## src/rtl/uart_autoflow.sv

```systemverilog
module uart_autoflow #(
  parameter int DEPTH = 64,
  parameter int HYST1 = 4,
  parameter int HYST2 = 6,
  parameter int HYST3 = 8,
  localparam int LW = $clog2(DEPTH + 1)
) (
  input  logic          clk,
  input  logic          rst_n,
  input  logic          rts_auto_en,
  input  logic          cts_auto_en,
  input  logic [LW-1:0] rx_level,
  input  logic [LW-1:0] rx_trigger,
  input  logic [1:0]    hyst_sel,
  input  logic          cts_n,
  input  logic          tx_busy,
  input  logic          tx_char_done,
  output logic          rts_n,
  output logic          tx_hold,
  output logic          fc_irq
);

  logic [LW-1:0] margin, low_mark;
  logic          at_trig;
  logic          cts_m, cts_s;

  always_comb begin
    case (hyst_sel)
      2'd1:    margin = LW'(HYST1);
      2'd2:    margin = LW'(HYST2);
      2'd3:    margin = LW'(HYST3);
      default: margin = '0;
    endcase
  end

  assign low_mark = (rx_trigger > margin) ? rx_trigger - margin : '0;
  assign at_trig  = rx_level >= rx_trigger;

  always_ff @(posedge clk or negedge rst_n) begin
    if (!rst_n) begin
      rts_n  <= 1'b1;
      fc_irq <= 1'b0;
    end else begin
      fc_irq <= rts_auto_en && at_trig;
      if (!rts_auto_en || at_trig) rts_n <= 1'b1;
      else if (rx_level <= low_mark) rts_n <= 1'b0;
    end
  end

  always_ff @(posedge clk or negedge rst_n) begin
    if (!rst_n) begin
      cts_m   <= 1'b0;
      cts_s   <= 1'b0;
      tx_hold <= 1'b0;
    end else begin
      cts_m <= cts_n;
      cts_s <= cts_m;
      if (!cts_auto_en || !cts_s) tx_hold <= 1'b0;
      else if (!tx_busy || tx_char_done) tx_hold <= 1'b1;
    end
  end

  a_r2_auto_off: assert property (@(posedge clk) disable iff (!rst_n)
    !rts_auto_en |=> (rts_n && !fc_irq));
  a_r3_stop_at_trigger: assert property (@(posedge clk) disable iff (!rst_n)
    (rts_auto_en && at_trig) |=> rts_n);
  a_r4_irq_implies_stop: assert property (@(posedge clk) disable iff (!rst_n)
    fc_irq |-> rts_n);
  a_r5_release_at_mark: assert property (@(posedge clk) disable iff (!rst_n)
    $fell(rts_n) |-> $past(rx_level <= low_mark));
  a_r7_hold_on_boundary: assert property (@(posedge clk) disable iff (!rst_n)
    $rose(tx_hold) |-> $past(!tx_busy || tx_char_done));
  a_r10_cts_off: assert property (@(posedge clk) disable iff (!rst_n)
    !cts_auto_en |=> !tx_hold);

endmodule

```

## config.mk

```make
export PLATFORM = sky130hd
export DESIGN_NAME = uart_autoflow
export DESIGN_NICKNAME = d
export VERILOG_FILES = /design/src/rtl/uart_autoflow.sv
export SDC_FILE = /design/constraint.sdc
export NUM_CORES = 1
export LEC_CHECK = 0
export ABC_AREA = 1
export CORE_MARGIN = 5
export CORE_UTILIZATION = 35
export DETAILED_ROUTE_END_ITERATION = 8
export DONT_BUFFER_PORTS = 1
export PLACE_DENSITY = 0.58
export SLEW_MARGIN = 20
export SYNTH_ARGS = -nofsm -noshare
export SYNTH_HDL_FRONTEND = slang
export SYNTH_SLANG_ARGS = --single-unit
```

## constraint.sdc

```tcl
create_clock -name clk -period 1.2 [get_ports clk]
set_input_delay 0.24 -clock clk [delete_from_list [all_inputs] [get_ports clk]]
set_output_delay 0.24 -clock clk [all_outputs]
set_load 0.01 [all_outputs]
```

* Word-level counts from Yosys, hierarchy flattened *
Cells that the tools add are included.

cells by class
  magnitude comparators = 3
  reduce and logical (&&, ||, !) cells = 10
  div/mod/pow operators = 0
  mux-type cells = 6
  shift operators = 0
  multiply operators = 0
  add/subtract/negate cells = 1
  bitwise gates (word level) = 0
  eq/ne operators = 3

operators by type and width
  cell                                                              number
  4-bit case mux with 3 select lines                                1
  7-bit greater-or-equal comparator                                 1
  7-bit > comparator                                                1
  7-bit less-or-equal comparator                                    1
  7-bit two-way mux                                                 1
  7-bit subtractor                                                  1
  2-bit == test (second input constant)                             2
  1-bit logical NOT                                                 4
  1-bit two-way mux                                                 4
  2-bit nonzero test                                                2
  1-bit logical OR                                                  3
  2-bit by 1-bit == test with 1-bit output (second input constant)  1
  1-bit logical AND                                                 1

storage, ports and cells
  memories kept = 0
  bits in latches = 0
  register bits after elaboration = 5
  output and inout bits = 3
  input bits = 23
  bits in writable memories = 0
  word-level logic and storage cells = 28
  ROM bits = 0

* Longest topological paths before layout *
Gate-level depths: netlist (run 1).

  depth in word-level cells = 7
  depth in mapped cells = 17
  mapped depth without buffers = 17

* Worst setup path after synthesis (run 1) *
Ideal clock, no wire load.

  path kind = input to register
  start = input port hyst_sel[0]
  end = register rts_n
  slack = -0.913 ns
  arrival = 2.036 ns
  data required time = 1.123 ns
  buffers on the path = 0
  stages = 14
  setup time = 0.077 ns
  path through = inv_1 ha_1 fa_1 nand2_1 nand3_1 nand2_2 nand2_4 nand3_1 ha_1 a21o_1 nor2_1 nand2_1 nand2_1 nand2_1

on the way
  word-level cells in the longest chain between the ends = 6
  elaborated cells on any way between the ends = 9
  classes of those cells = add/sub: 1; order compare: 2; eq/ne: 3; mux: 2; reduce/logical: 1

RTL lines
  element                                                                           RTL line  RTL
  from (decl)                                                                       14        input logic [1:0] hyst_sel,
  2-bit == test / 2-bit by 1-bit == test with 1-bit output (equally long branches)  28        case (hyst_sel)
  4-bit case mux with 3 select lines (*)                                            28
  7-bit subtractor / 7-bit > comparator (equally long branches)                     36        assign low_mark = (rx_trigger > margin) ? rx_trigger - margin : '0;
  7-bit two-way mux (*)                                                             36
  7-bit less-or-equal comparator (*)                                                46        else if (rx_level <= low_mark) rts_n <= 1'b0;
  2-bit nonzero test (no source line) (*)                                           --
  to (signal assigned)                                                              41        rts_n <= 1'b1;
  to (signal assigned)                                                              45        if (!rts_auto_en || at_trig) rts_n <= 1'b1;
  to (signal assigned)                                                              46
  to (decl)                                                                         18        output logic rts_n,

Every way passes the cells marked *; elsewhere a longest branch is shown, timed or not.
A chain may end at the register's enable or synchronous reset.

* Worst setup path in the final report (run 1) *
Ends and elaborated chain as after synthesis.

==> results of run 1 <==
-- stage by stage --
step | hold slack (ps) | setup TNS [ps] | worst slack [ps] | std cells | util, %
floorplan | -55.6 | -734 | -734 | 111 | -
global placement | -55.5 | -882 | -877 | 142 | 41.9
detailed placement | -55.5 | -904 | -877 | 142 | 41.9
CTS | 25.1 | -533 | -533 | 147 | 45.4
global route | 13.1 | -690 | -690 | 147 | 48.7
finish | 31.6 | -573 | -573 | 147 | 48.7
-- power by group through the flow --
stage	registers, mW	logic (mW)	clock network, mW
3_5_place_dp	0.199	0.311	0
3_3_place_gp	0.198	0.304	0
4_1_cts	0.197	0.347	0.199
5_1_grt	0.198	0.454	0.217
6_report	0.196	0.397	0.190
2_1_floorplan	0.196	0.250	0
-- cells by family after synthesis --
family                   share of synthesized area [%]
AND/OR/NAND/NOR                                   31.0
AO/OA/AOI/OAI                                     7.52
flip-flops                                        16.5
buffers and inverters                             11.3
adder cells (fa/ha/maj)                           33.7
-- layer usage --
| metal | GRT usage [%] | share of wire (%) |
|---|---|---|
| met1 | 13.6 | 42 |
| met2 | 18.3 | 53 |
| met3 | 3.45 | 5.0 |
| met4 | 1.99 | 0 |
| met5 | 0 | 0 |
-- area by class of cell --
class | instances | area [sq um] | share of cell area, %
inverters | 23 | 98.8 | 9.45
clock buffers | 4 | 26.3 | 2.51
multi-input cells | 83 | 727 | 69.5
flip-flops and latches | 5 | 126 | 12.1
repair buffers | 4 | 32.5 | 3.11
well taps | 28 | 35.0 | 3.35
-- placed cells by master (no fill, tap or decap), types with 2 or more instances in the layout --
master / synthesis / layout
clkbuf_4: 0 / 3
nand3_4: 0 / 2
nor2_2: 2 / 2
nor2_1: 5 / 4
ha_4: 0 / 8
a21oi_1: 7 / 5
buf_4: 0 / 3
inv_1: 23 / 19
dfrtp_1: 4 / 4
ha_1: 19 / 11
nand3_1: 5 / 2
a21oi_2: 0 / 2
nand4_1: 2 / 2
inv_2: 0 / 3
nand2_1: 34 / 25
nand3_2: 1 / 2
nand2_2: 1 / 10
-- what timing repair did --
item / 4_1_cts / 5_1_grt
setup endpoints to repair: 1 / 1
endpoints found under the hold margin: 5 / 0
buffers inserted: 0 / 0
hold buffers: 1 / 0
pin swaps: 9 / 12
resized for setup: 10 / 13
-- flip-flops by register name, summed over array words and instances, names as in the netlist --
name,flops
tx_hold,1
cts_s,1
rts_n,1
fc_irq,1
cts_m,1
-- worst max path at each step --
stage / start / end / depth (start not counted)
2_1_floorplan: hyst_sel[0] / rts_n / 16
6_report: hyst_sel[0] / rts_n / 17
5_1_grt: hyst_sel[0] / rts_n / 17
3_5_place_dp: hyst_sel[0] / rts_n / 13
3_3_place_gp: hyst_sel[0] / rts_n / 13
4_1_cts: hyst_sel[0] / rts_n / 16
==> run metrics, run 1 <==
layout net count around 160; vias in the first global route a little over 700; Die ar. 3220 sq um; hold_sp cts_n; drt drc 0; Power Total around 0.78 mW; total wire length between 1.5 and 2 mm; Sw Pwr approximately 0.28 mW; antenna violations before repair 0; Reg2Reg Launch Point rts_n; CTS max path bufs 2; Comb pwr share 50.7%; Rows 17; Slew Viols, Final 0; Worst setup EP type flop; antenna diode count 0; Post-Synthesis Cells around 110; reg2reg end rts_n; clk_lat worst skew about 240 ps; number of synthesized flops with an enable pin 0; synth warn 0; Synth area leaders ha_1 (31%), nand2_1 (17%), dfrtp_1 (13%), inv_1 (11%), a21oi_1 (4.6%); RD Place Congestion slightly below 0.8; Initial Util ~36%; DP Area around 900 sq um; Critical Path Start Type input pin; number of H-tree levels 1; Synth Register Bits 5; leading area contributor after synthesis ha_1; Iteration-0 DRC Markers 2; FILL cells 220; Mean Syn Cell Area 6.90 sq um; clock transition at the registers of the reported paths 40 ps; Overflow after GRT 0; critical path class input pin to flop; synthesized netlist net count 154; clk sinks 5; CP top delay family simple AND/OR/NAND/NOR gates; Buf+Inv Stages, Crit Path 2; share of layout cells above drive strength 1 35.3%; Finished Cell Area ~1000 sq um; via count about 700; Top cell by count, worst path nand2_1; FMAX 564 MHz; worst hold path depth 0; internal power approximately 0.50 mW; share of the synthesized area in the top cell type 31.0%; failing checks setup timing; router iterations before antenna repair 2; total track usage 10.9%; worst ir drop on vdd ~560 uV; Avg WL per Cell ~12 microns; worst-margin pin slew 222 ps; final setup fails 1; Slowest-stage cell, CP fa_2; Critical Path AT 1940 ps; Reg power frac about a quarter; clock power share between 20% and 30%; post-synthesis cell area between 700 and 800 sq um; CTS Buf Count 3; maximum number of pins on one net before global-route repair 7; hold crit path type input pin to flop; CTS tree built; post-route setup slack -573 ps; Period minus WS final between 1500 and 2000 ps; Area Overhead vs Synth 36.6%; Pwr Density 749 nW/um^2; register area share after synthesis 16.5%; # IOs 26; Async SR Flop Fraction 100%; commonest cells in the netlist nand2_1 (34), inv_1 (23), ha_1 (19), a21oi_1 (7); switch share around 36%; first-pass GRT wire length 2.86 mm; Synth cell types 19; die height 56.8 microns; FF-to-FF path depth 3; Clock Skews between 3 and 4 ps; die width between 50 and 60 microns; clock root buffer master clkbuf_4; Routed Antenna Nets 0; final period utilization 148%; final hold violations 0; Synth Flop Type dfrtp_1; critical path's largest stage delay between 300 and 400 ps; max_cap viols 0; vias per inst approximately 4.8; IO buf count 0; Rel. slew slack a little under nine tenths; RSZ-0062 raised after global routing true; R2R setup slack about 330 ps; critical path cell sequence inv_12 > ha_4 > ha_4 > inv_2 > fa_2 > nand2_2 > nand3_2 > nand2_2 > nand2_4 > nand3_4 > ha_4 > nand2_1 > a21oi_2 > nor2_1 > nand2_1 > nand2_1 > nand2_1; status complete, but fails checks; post-DP HPWL approximately 1.4 mm; top-count cell post-synth nand2_1; WP data required roughly 1400 ps; worst hold path endpoint cts_m; CP max FO 6; CORE AREA 2150 sq um; Leak approximately 0.54 nW
No activity file was read; power rests on OpenSTA's default activity.
==> run 2: changes to the inputs <==
--- a/config.mk
+++ b/config.mk
@@ -6,11 +6,13 @@
 export NUM_CORES = 1
 export LEC_CHECK = 0
 export ABC_AREA = 1
+export CELL_PAD_IN_SITES_DETAIL_PLACEMENT = 1
+export CELL_PAD_IN_SITES_GLOBAL_PLACEMENT = 2
 export CORE_MARGIN = 5
-export CORE_UTILIZATION = 35
+export CORE_UTILIZATION = 34
 export DETAILED_ROUTE_END_ITERATION = 8
 export DONT_BUFFER_PORTS = 1
-export PLACE_DENSITY = 0.58
+export PLACE_DENSITY = 0.89
 export SLEW_MARGIN = 20
 export SYNTH_ARGS = -nofsm -noshare
 export SYNTH_HDL_FRONTEND = slang
==> run metrics, run 2 (same netlist as run 1, synthesis figures left out) <==
CP max FO 6; worst-margin pin slew about 250 ps; Rows 17; RD Place Congestion 0.847; Final TNS setup -613 ps; commonest non-fill, non-tap cells in the layout nand2_1 (28), inv_1 (21), ha_1 (11), ha_4 (8), nand2_2 (7); Period minus WS final between 1500 and 2000 ps; layout net count roughly 170; IO buf count 0; post-DP HPWL about 1.8 mm; Overflow after GRT 0; critical path cell sequence inv_12 > ha_4 > ha_4 > inv_2 > fa_2 > nand2_2 > nand3_2 > nand2_2 > nand2_4 > nand3_4 > ha_4 > nand2_2 > nor2_2 > a21boi_1 > nand2_1 > nand2_1; total track usage roughly 14%; hold crit path type input pin to flop; status complete, but fails checks; final hold violations 0; Rel. slew slack between 80% and 90%; post-route setup slack -613 ps; Slowest-stage cell, CP fa_2; # IOs 26; via count about 730; vias in the first global route a little over 800; final period utilization 151%; Die ar. around 3300 sq um; Non-Filler Instances approximately 150; clock root buffer master clkbuf_4; Critical Path Start Type input pin; Leak 0.554 nW; CTS max path bufs 2; Power Total 0.805 mW; clock transition at the registers of the reported paths around 40 ps; failing checks setup timing; share of layout cells above drive strength 1 between 30% and 40%; WHS between 20 and 25 ps; Slew Viols, Final 0; Setup Slack @ Placement -1000 ps; Inst Count DP ~140; WP data required ~1400 ps; clk_lat worst skew between 200 and 250 ps; Initial Util about a third; drt drc 0; CTS Buf Count 3; die width 57.5 microns; max_cap viols 0; RSZ-0062 raised after global routing true; antenna violations before repair 0; Critical Path AT roughly 2000 ps; clk sinks 5; Avg WL per Cell between 15 and 20 microns; FMAX 552 MHz; maximum number of pins on one net before global-route repair 7; CORE AREA 2190 sq um; worst ir drop on vdd between 300 and 400 uV; Routed Antenna Nets 0; final setup fails 1; FILL cells about 260; Iteration-0 DRC Markers 2; critical path class input pin to flop; Worst setup EP type flop; total wire length ~2.3 mm; Clock Skews 0.790 ps; commonest non-fill, non-tap cell in the layout nand2_1; Area Overhead vs Synth 36.6%; vias per inst between 4 and 5; CTS tree built; first-pass GRT wire length between 3 and 4 mm; antenna diode count 0; die height ~57 microns; number of H-tree levels 1; Pwr Density 769 nW/um^2; router iterations before antenna repair 3; critical path's largest stage delay approximately 340 ps
[run 2: where the power goes]
| group | total [mW] | switching (mW) | internal (mW) |
|---|---|---|---|
| clock | 0.197 | 0.0707 | 0.126 |
| sequential | 0.197 | 0.0113 | 0.185 |
| combinational | 0.411 | 0.218 | 0.193 |
[run 2: per-stage QoR]
step           cell area (sq um)  util, %
2_1_floorplan                843        -
3_3_place_gp                 908     41.5
3_5_place_dp                 908     41.5
4_1_cts                     1020     46.4
5_1_grt                     1050     47.7
6_report                    1050     47.7
[run 2: critical path, delay by kind of cell]
kind / cells / cell delay (ps)
and+or+nand+nor: 9 / 730
AOI/OAI and AO/OA: 1 / 160
buffers and inverters: 2 / 70
adders and majority gates: 4 / 790
[run 2: layout make-up]
type                       count  area (sq um)  share of cell area (%)
multi-input combinational     83           712                    68.1
inverter                      23          98.8                    9.45
clock buffer                   4          26.3                    2.51
timing repair buffer           6          47.5                    4.55
sequential                     5           126                    12.1
tap                           28          35.0                    3.35
[run 2: repair_timing]
item / in CTS / in global routing
buffers inserted: 1 / 0
hold buffers: 1 / 0
endpoints found under the setup margin: 1 / 1
hold endpoints to repair: 5 / 0
resized for setup: 11 / 6
pin swaps: 11 / 2
[run 2: routing by layer]
layer | track usage (%) | share of wire, %
met1 | 15.0 | 39
met2 | 26.0 | 57
met3 | 1.58 | 3.2
met4 | 4.97 | 0.62
met5 | 0 | 0
[run 2: final timing paths]
| check | slack, ps | from | cells past startpoint | to |
|---|---|---|---|---|
| setup / recovery | -610 | hyst_sel[0] | 16 | rts_n |
| hold / removal | 20 | cts_n | 0 | cts_m |
| setup reg to reg | 250 | rts_n | 3 | rts_n |
| hold reg to reg | 360 | cts_m | 0 | cts_s |
| max in group asynchronous | 650 | rst_n | 1 | rts_n |
| min in group asynchronous | 290 | rst_n | 1 | cts_m |
